## src/rtl/hbm_pkg.sv

```systemverilog
package hbm_pkg;
  typedef enum logic [1:0] {
    PH_IDLE    = 2'd0,
    PH_REQUEST = 2'd1,
    PH_RELEASE = 2'd2
  } hbm_phase_e;
endpackage

```

## src/rtl/hbm_sequencer.sv

```systemverilog
module hbm_sequencer
  import hbm_pkg::*;
(
  input  logic       clk,
  input  logic       rst,
  input  logic       start,
  input  logic       mem_valid,
  output hbm_phase_e phase,
  output logic       cpu_valid,
  output logic       capture
);
  hbm_phase_e phase_q;

  always_ff @(posedge clk) begin
    if (rst) begin
      phase_q <= PH_IDLE;
    end else begin
      case (phase_q)
        PH_IDLE:    if (start)      phase_q <= PH_REQUEST;
        PH_REQUEST: if (mem_valid)  phase_q <= PH_RELEASE;
        PH_RELEASE: if (!mem_valid) phase_q <= PH_IDLE;
        default:                    phase_q <= PH_IDLE;
      endcase
    end
  end

  assign phase     = phase_q;
  assign cpu_valid = (phase_q == PH_REQUEST);
  // the first edge of mem_valid while requesting completes the data phase
  assign capture   = (phase_q == PH_REQUEST) && mem_valid;
endmodule

```

## src/rtl/hbm_request_hold.sv

```systemverilog
module hbm_request_hold #(
  parameter int ADDR_W = 32,
  parameter int DATA_W = 32
) (
  input  logic              clk,
  input  logic              rst,
  input  logic              load,
  input  logic              write,
  input  logic              is_data,
  input  logic [ADDR_W-1:0] addr,
  input  logic [DATA_W-1:0] wdata,
  output logic [ADDR_W-1:0] bus_addr,
  output logic              bus_rw,
  output logic              bus_instdata,
  output logic [DATA_W-1:0] bus_wdata
);
  always_ff @(posedge clk) begin
    if (rst) begin
      bus_addr     <= '0;
      bus_rw       <= 1'b0;
      bus_instdata <= 1'b0;
      bus_wdata    <= '0;
    end else if (load) begin
      bus_addr     <= addr;
      bus_rw       <= write;
      // writes are never instruction fetches
      bus_instdata <= write | is_data;
      bus_wdata    <= write ? wdata : '0;
    end
  end
endmodule

```

## src/rtl/hbm_response.sv

```systemverilog
module hbm_response #(
  parameter int DATA_W = 32
) (
  input  logic              clk,
  input  logic              rst,
  input  logic              capture,
  input  logic              is_read,
  input  logic [DATA_W-1:0] bus_rdata,
  output logic              rsp_valid,
  output logic [DATA_W-1:0] rsp_rdata
);
  always_ff @(posedge clk) begin
    if (rst) begin
      rsp_valid <= 1'b0;
      rsp_rdata <= '0;
    end else begin
      rsp_valid <= capture;
      if (capture && is_read) rsp_rdata <= bus_rdata;
    end
  end
endmodule

```

## src/rtl/handshake_bus_master.sv

```systemverilog
module handshake_bus_master
  import hbm_pkg::*;
#(
  parameter int ADDR_W = 32,
  parameter int DATA_W = 32
) (
  input  logic              clk,
  input  logic              rst,
  input  logic              req_valid,
  output logic              req_ready,
  input  logic              req_write,
  input  logic              req_is_data,
  input  logic [ADDR_W-1:0] req_addr,
  input  logic [DATA_W-1:0] req_wdata,
  output logic              rsp_valid,
  output logic [DATA_W-1:0] rsp_rdata,
  output logic              busy,
  output logic [ADDR_W-1:0] bus_addr,
  output logic              bus_rw,
  output logic              bus_instdata,
  output logic              bus_cpu_valid,
  output logic [DATA_W-1:0] bus_wdata,
  input  logic              bus_mem_valid,
  input  logic [DATA_W-1:0] bus_rdata
);
  hbm_phase_e phase;
  logic       accept;
  logic       capture;

  assign req_ready = (phase == PH_IDLE);
  assign busy      = !req_ready;
  assign accept    = req_valid && req_ready;

  hbm_sequencer u_seq (
    .clk       (clk),
    .rst       (rst),
    .start     (accept),
    .mem_valid (bus_mem_valid),
    .phase     (phase),
    .cpu_valid (bus_cpu_valid),
    .capture   (capture)
  );

  hbm_request_hold #(.ADDR_W(ADDR_W), .DATA_W(DATA_W)) u_hold (
    .clk          (clk),
    .rst          (rst),
    .load         (accept),
    .write        (req_write),
    .is_data      (req_is_data),
    .addr         (req_addr),
    .wdata        (req_wdata),
    .bus_addr     (bus_addr),
    .bus_rw       (bus_rw),
    .bus_instdata (bus_instdata),
    .bus_wdata    (bus_wdata)
  );

  hbm_response #(.DATA_W(DATA_W)) u_rsp (
    .clk       (clk),
    .rst       (rst),
    .capture   (capture),
    .is_read   (!bus_rw),
    .bus_rdata (bus_rdata),
    .rsp_valid (rsp_valid),
    .rsp_rdata (rsp_rdata)
  );
endmodule

```

## config.mk

```make
export PLATFORM = sky130hd
export DESIGN_NAME = handshake_bus_master
export DESIGN_NICKNAME = d
export VERILOG_FILES = /design/src/rtl/hbm_pkg.sv /design/src/rtl/hbm_sequencer.sv /design/src/rtl/hbm_request_hold.sv /design/src/rtl/hbm_response.sv /design/src/rtl/handshake_bus_master.sv
export SDC_FILE = /design/constraint.sdc
export NUM_CORES = 1
export LEC_CHECK = 0
export CORE_UTILIZATION = 44
export DETAILED_ROUTE_END_ITERATION = 8
export PLACE_DENSITY = 0.89
export REMOVE_ABC_BUFFERS = 1
export SLEW_MARGIN = 10
export SYNTH_ARGS = -nofsm -noshare
export SYNTH_HDL_FRONTEND = slang
export SYNTH_HIERARCHICAL = 1
export SYNTH_SLANG_ARGS = --single-unit
```

## constraint.sdc

```tcl
create_clock -name clk -period 2.25 [get_ports clk]
set_input_delay 0.45 -clock clk [delete_from_list [all_inputs] [get_ports clk]]
set_output_delay 0.45 -clock clk [all_outputs]
set_load 0.005 [all_outputs]
```

# ---- Yosys cells after proc, flatten, opt, wreduce, memory -nomap -nowiden
# Cells that the tools add are included.
dict set report classes {
  n_addsub 0
  multipliers 0
  div_mod_pow 0
  n_lt_le_gt_ge 0
  n_eq_ne 5
  n_shift 0
  n_mux 5
  n_bitwise 1
  n_reduce_logical 7
}
# operator count
set op_table {}
lappend op_table {{32-bit two-way mux} 1}
lappend op_table {{2-bit two-way mux} 3}
lappend op_table {{2-bit case mux with 3 select lines} 1}
lappend op_table {{2-bit by 1-bit inequality test with 1-bit output, second input constant} 2}
lappend op_table {{1-bit logical AND} 3}
lappend op_table {{3-bit AND reduction} 1}
lappend op_table {{2-bit by 1-bit equality test with 1-bit output, second input constant} 1}
lappend op_table {{2-bit equality test, second input constant} 1}
lappend op_table {{1-bit logical NOT} 2}
lappend op_table {{2-bit logical NOT} 1}
lappend op_table {{2-bit inequality test, second input constant} 1}
lappend op_table {{1-bit OR} 1}
dict set report word_totals {
  regBits 101
  latch_bits 0
  ramBits 0
  romBits 0
  output_inout_bits 102
  memories 0
}

# ---- Depth between registers and ports, before layout
dict set report logic_depth {
  word_depth 4
  mapped_depth 6
}

# ---- Cells and area by module
# Netlist, hierarchy kept.
# mod n_inst cells_per_inst area_per_inst_um2
set modules_own_cells {}
lappend modules_own_cells {hbm_request_hold 1 253 2558.7}
lappend modules_own_cells {hbm_response 1 148 1496.4}
lappend modules_own_cells {hbm_sequencer 1 9 93.8}
lappend modules_own_cells {handshake_bus_master 1 4 21.3}

# ---- Least setup slack after synthesis
# OpenSTA, ideal clock, no wires.
dict set report synth_path {
  path_kind {input to register}
  from {input req_valid}
  to {register u_hold.bus_wdata[12]}
  setup_time_ns 0.132
  t_arrival_ns 1.253
  required_ns 2.118
  path_slack_ns 0.865
  stages 5
  n_path_buf 2
  cell_sequence {nor3b_1 > buf_6 > clkbuf_1 > nand2b_1 > a21oi_2}
}
dict set report synth_between {
  elab_chain_cells 1
}
# element line
set synth_rtl {}
lappend synth_rtl {{start: declaration} handshake_bus_master.sv:9} ;# input logic req_valid,
lappend synth_rtl {{1-bit logical AND} handshake_bus_master.sv:32} ;# assign accept = req_valid && req_ready;
lappend synth_rtl {{end signal: assignment} hbm_request_hold.sv:28} ;# bus_wdata <= write ? wdata : '0;
lappend synth_rtl {{end: declaration} hbm_request_hold.sv:15} ;# output logic [DATA_W-1:0] bus_wdata
# No other way between the ends.
# A chain may end at the register's enable or synchronous reset.

# ---- Worst setup path after layout
dict set report layout_path {
  from {register u_seq.phase_q[0] (netlist: u_seq/phase[0])}
  to {output bus_cpu_valid}
}
dict set report layout_between {
  elab_chain_cells 1
}
# element line
set layout_rtl {}
lappend layout_rtl {{start: declaration} hbm_sequencer.sv:12} ;# hbm_phase_e phase_q;
lappend layout_rtl {{start signal: assignment} hbm_sequencer.sv:16} ;# phase_q <= PH_IDLE;
lappend layout_rtl {{start signal: assignment} hbm_sequencer.sv:19} ;# PH_IDLE: if (start) phase_q <= PH_REQUEST;
lappend layout_rtl {{start signal: assignment} hbm_sequencer.sv:20} ;# PH_REQUEST: if (mem_valid) phase_q <= PH_RELEASE;
lappend layout_rtl {{2-bit by 1-bit equality test with 1-bit output} hbm_sequencer.sv:28} ;# assign cpu_valid = (phase_q == PH_REQUEST);
lappend layout_rtl {{end: declaration} handshake_bus_master.sv:21} ;# output logic bus_cpu_valid,
# No other way between the ends.

==> flow_summary.toml <==
[place]
dp_cells = 699
dp_hpwl_mm = 7.51
port_buffers = 203
finalWeightedCongestion = 0.758
placed_cell_area_mm2 = 0.00622

[worst_hold_path]
hold_path.class = "reg -> reg"

[setup_path]
path_cells = "nor2b_1, clkdlybuf4s50_1"
crit_family = "buffers and inverters"
critPathArrivalTime_ns = 1.55
cp.required_ns = 1.80
cp-start-kind = "register"
crit_fanout = 7
worstPathBufferInverterCount = 1
end_kind = "primary output"
path_class = "reg -> out"
critPathSlowestCell = "clkdlybuf4s50_1"
slowest_delay_ns = 0.53

[global_routing]
grt_pass1_wl_mm = 17.2
first_global_vias = 3648
overflow = 0
grt_use_total = 0.216
antenna_found_initial = 0
grt_max_degree = 66

[cells_and_area]
fin_cells = 715
design_area_mm2 = 0.00644
layout_common_cells = "clkdlybuf4s50_1, dfxtp_1, nand3_1"
layout.nets = 701
drive_gt1_frac = 0.136
fill_cells = 704
final_common_cell = "clkdlybuf4s50_1"
multi_input_area_mm2 = 0.00187
antenna_cells = 0
syn_to_final_growth_pct = 54.4
seq_area_mm2 = 0.00202

[synthesis]
synth_cell_types = 23
synth_top_area_frac = 0.485
syn_inst = 414
syn_area_mm2 = 0.00417
synth_top_area_cell = "dfxtp_1"
yosys_warnings = 6
synth_area_per_cell_um2 = 10.1
ys_ff_latch = 101
seq_area_frac_synth = 0.485
ys_top_cells_by_area = "dfxtp_1, mux2i_1, nand3_1, a21oi_2, nand2b_1"

[routing]
avgViaCountPerCell = 5.10
vias = 3649
drtIter0Drc = 63
dr.pass1.iters = 4
avgRoutedWirePerCell_um = 14.8
ant_nets = 0
drt-total-wl_mm = 10.6
drc = 0

[sta]
relSlewSlack = 0.593
fmax_mhz = 500
hold_viol_final = 0
tns_ns = 0
period_needed_ns = 2.00
tightestPinTransition_ns = 0.611
setup_viol = 0
fin_skew_ns = 0.00905
fin_crit_sh = 0.889
drv_slew = 0
rsz0062_at_grt = "false"
hold_ws_ns = 0.475

[clock_tree]
h-tree-depth = 3
numCtsBuffers = 9
postCtsHoldBufs = 0
cts_setup_buffers = 0
clkSinkCount = 101
clk_pin_slew_ns = 0.10
cts_tree = "yes"
cts_resized = 0
worstSkewPairLatency_ns = 0.35
clockBufferDepth = 2
cts-root-buf = "clkbuf_8"

[floorplanning]
rows = 35
start_util = 0.453
ios = 204
die_area_mm2 = 0.00987
die_w_um = 99.4
fp.dieH_um = 99.4
coreArea_mm2 = 0.00920

[run_status]
status = "finished, final reports clean"

[power]
vdd_drop_max_mv = 0.327
p_leak_uw = 0.00231
power_density_mw_per_mm2 = 622
power_uw = 4010

[job]
cap_violations = 0
==> synthesized netlist by cell type <==
cell / count
a211oi_1: 2
buf_6: 11
dfxtp_1: 101
xnor2_1: 1
mux2i_1: 33
and2_1: 1
nor2_1: 36
nor3b_2: 1
nand3_1: 54
buf_2: 20
nand2b_1: 34
buf_4: 3
clkbuf_1: 5
or2_1: 1
a21oi_2: 27
nand3_2: 10
nor2b_1: 2
buf_12: 1
a21bo_2: 14
nor3b_1: 1
a21bo_1: 18
a21oi_1: 37
inv_1: 1
==> cell families after synthesis <==
logic type             Yosys count  share of synthesized area
AND/OR/NAND/NOR                140                      0.183
flip-flops                     101                      0.485
AO/OA/AOI/OAI                   98                      0.182
buffers and inverters           41                     0.0693
multiplexers                    33                     0.0792
XOR/XNOR                         1                    0.00210
==> layer usage <==
| layer | wire length [um] | track usage | up-vias | share of wire |
|---|---|---|---|---|
| met5 | 0 | 0 | - | 0 |
| met2 | 5150 | 0.367 | 144 | 0.49 |
| met4 | 202 | 0.0803 | 0 | 0.019 |
| met3 | 765 | 0.0590 | 19 | 0.072 |
| li1 | - | - | 1783 | - |
| met1 | 4470 | 0.262 | 1703 | 0.42 |
==> worst min-delay path, delay by kind of cell, from the launching register on <==
family	cells	cell delay (ns)
flops	1	0.32
compound gates	1	0.05
simple gates	1	0.06
==> report_power, final <==
group | internal [uW] | total, uW | switching [uW]
clock | 637 | 1260 | 625
sequential | 1880 | 1940 | 54.8
combinational | 496 | 805 | 310
total | 3020 | 4010 | 990
==> final timing paths <==
kind	cells past startpoint	end	from	slack [ns]
setup reg to reg	5	u_hold/bus_addr[6]	u_seq/phase[1]	0.74
setup / recovery	2	bus_cpu_valid	u_seq/phase[0]	0.25
hold reg to reg	2	u_hold/bus_wdata[29]	u_hold/bus_wdata[29]	0.48
hold / removal	2	u_hold/bus_wdata[29]	u_hold/bus_wdata[29]	0.48
==> flip-flops by register name, summed over array words and instances, names as in the netlist <==
signal	cells
u_hold/bus_addr	32
u_hold/bus_rw	1
u_hold/bus_instdata	1
u_rsp/rsp_valid	1
u_seq/phase	2
u_hold/bus_wdata	32
u_rsp/rsp_rdata	32
==> area by class of cell <==
| type | count | area share |
|---|---|---|
| timing repair buffer | 214 | 0.340 |
| sequential | 101 | 0.314 |
| multi-input combinational | 272 | 0.290 |
| tap | 111 | 0.0216 |
| clock buffer | 10 | 0.0198 |
| clock inverter | 6 | 0.0146 |
| inverter | 1 | 0.000583 |
==> metrics by stage <==
step	setup WS, ns	utilization
floorplan	-5.44	-
global placement	0.324	0.676
detailed placement	0.230	0.676
CTS	0.227	0.700
global route	0.188	0.700
finish	0.249	0.700
(Power assumes the default switching activity.)
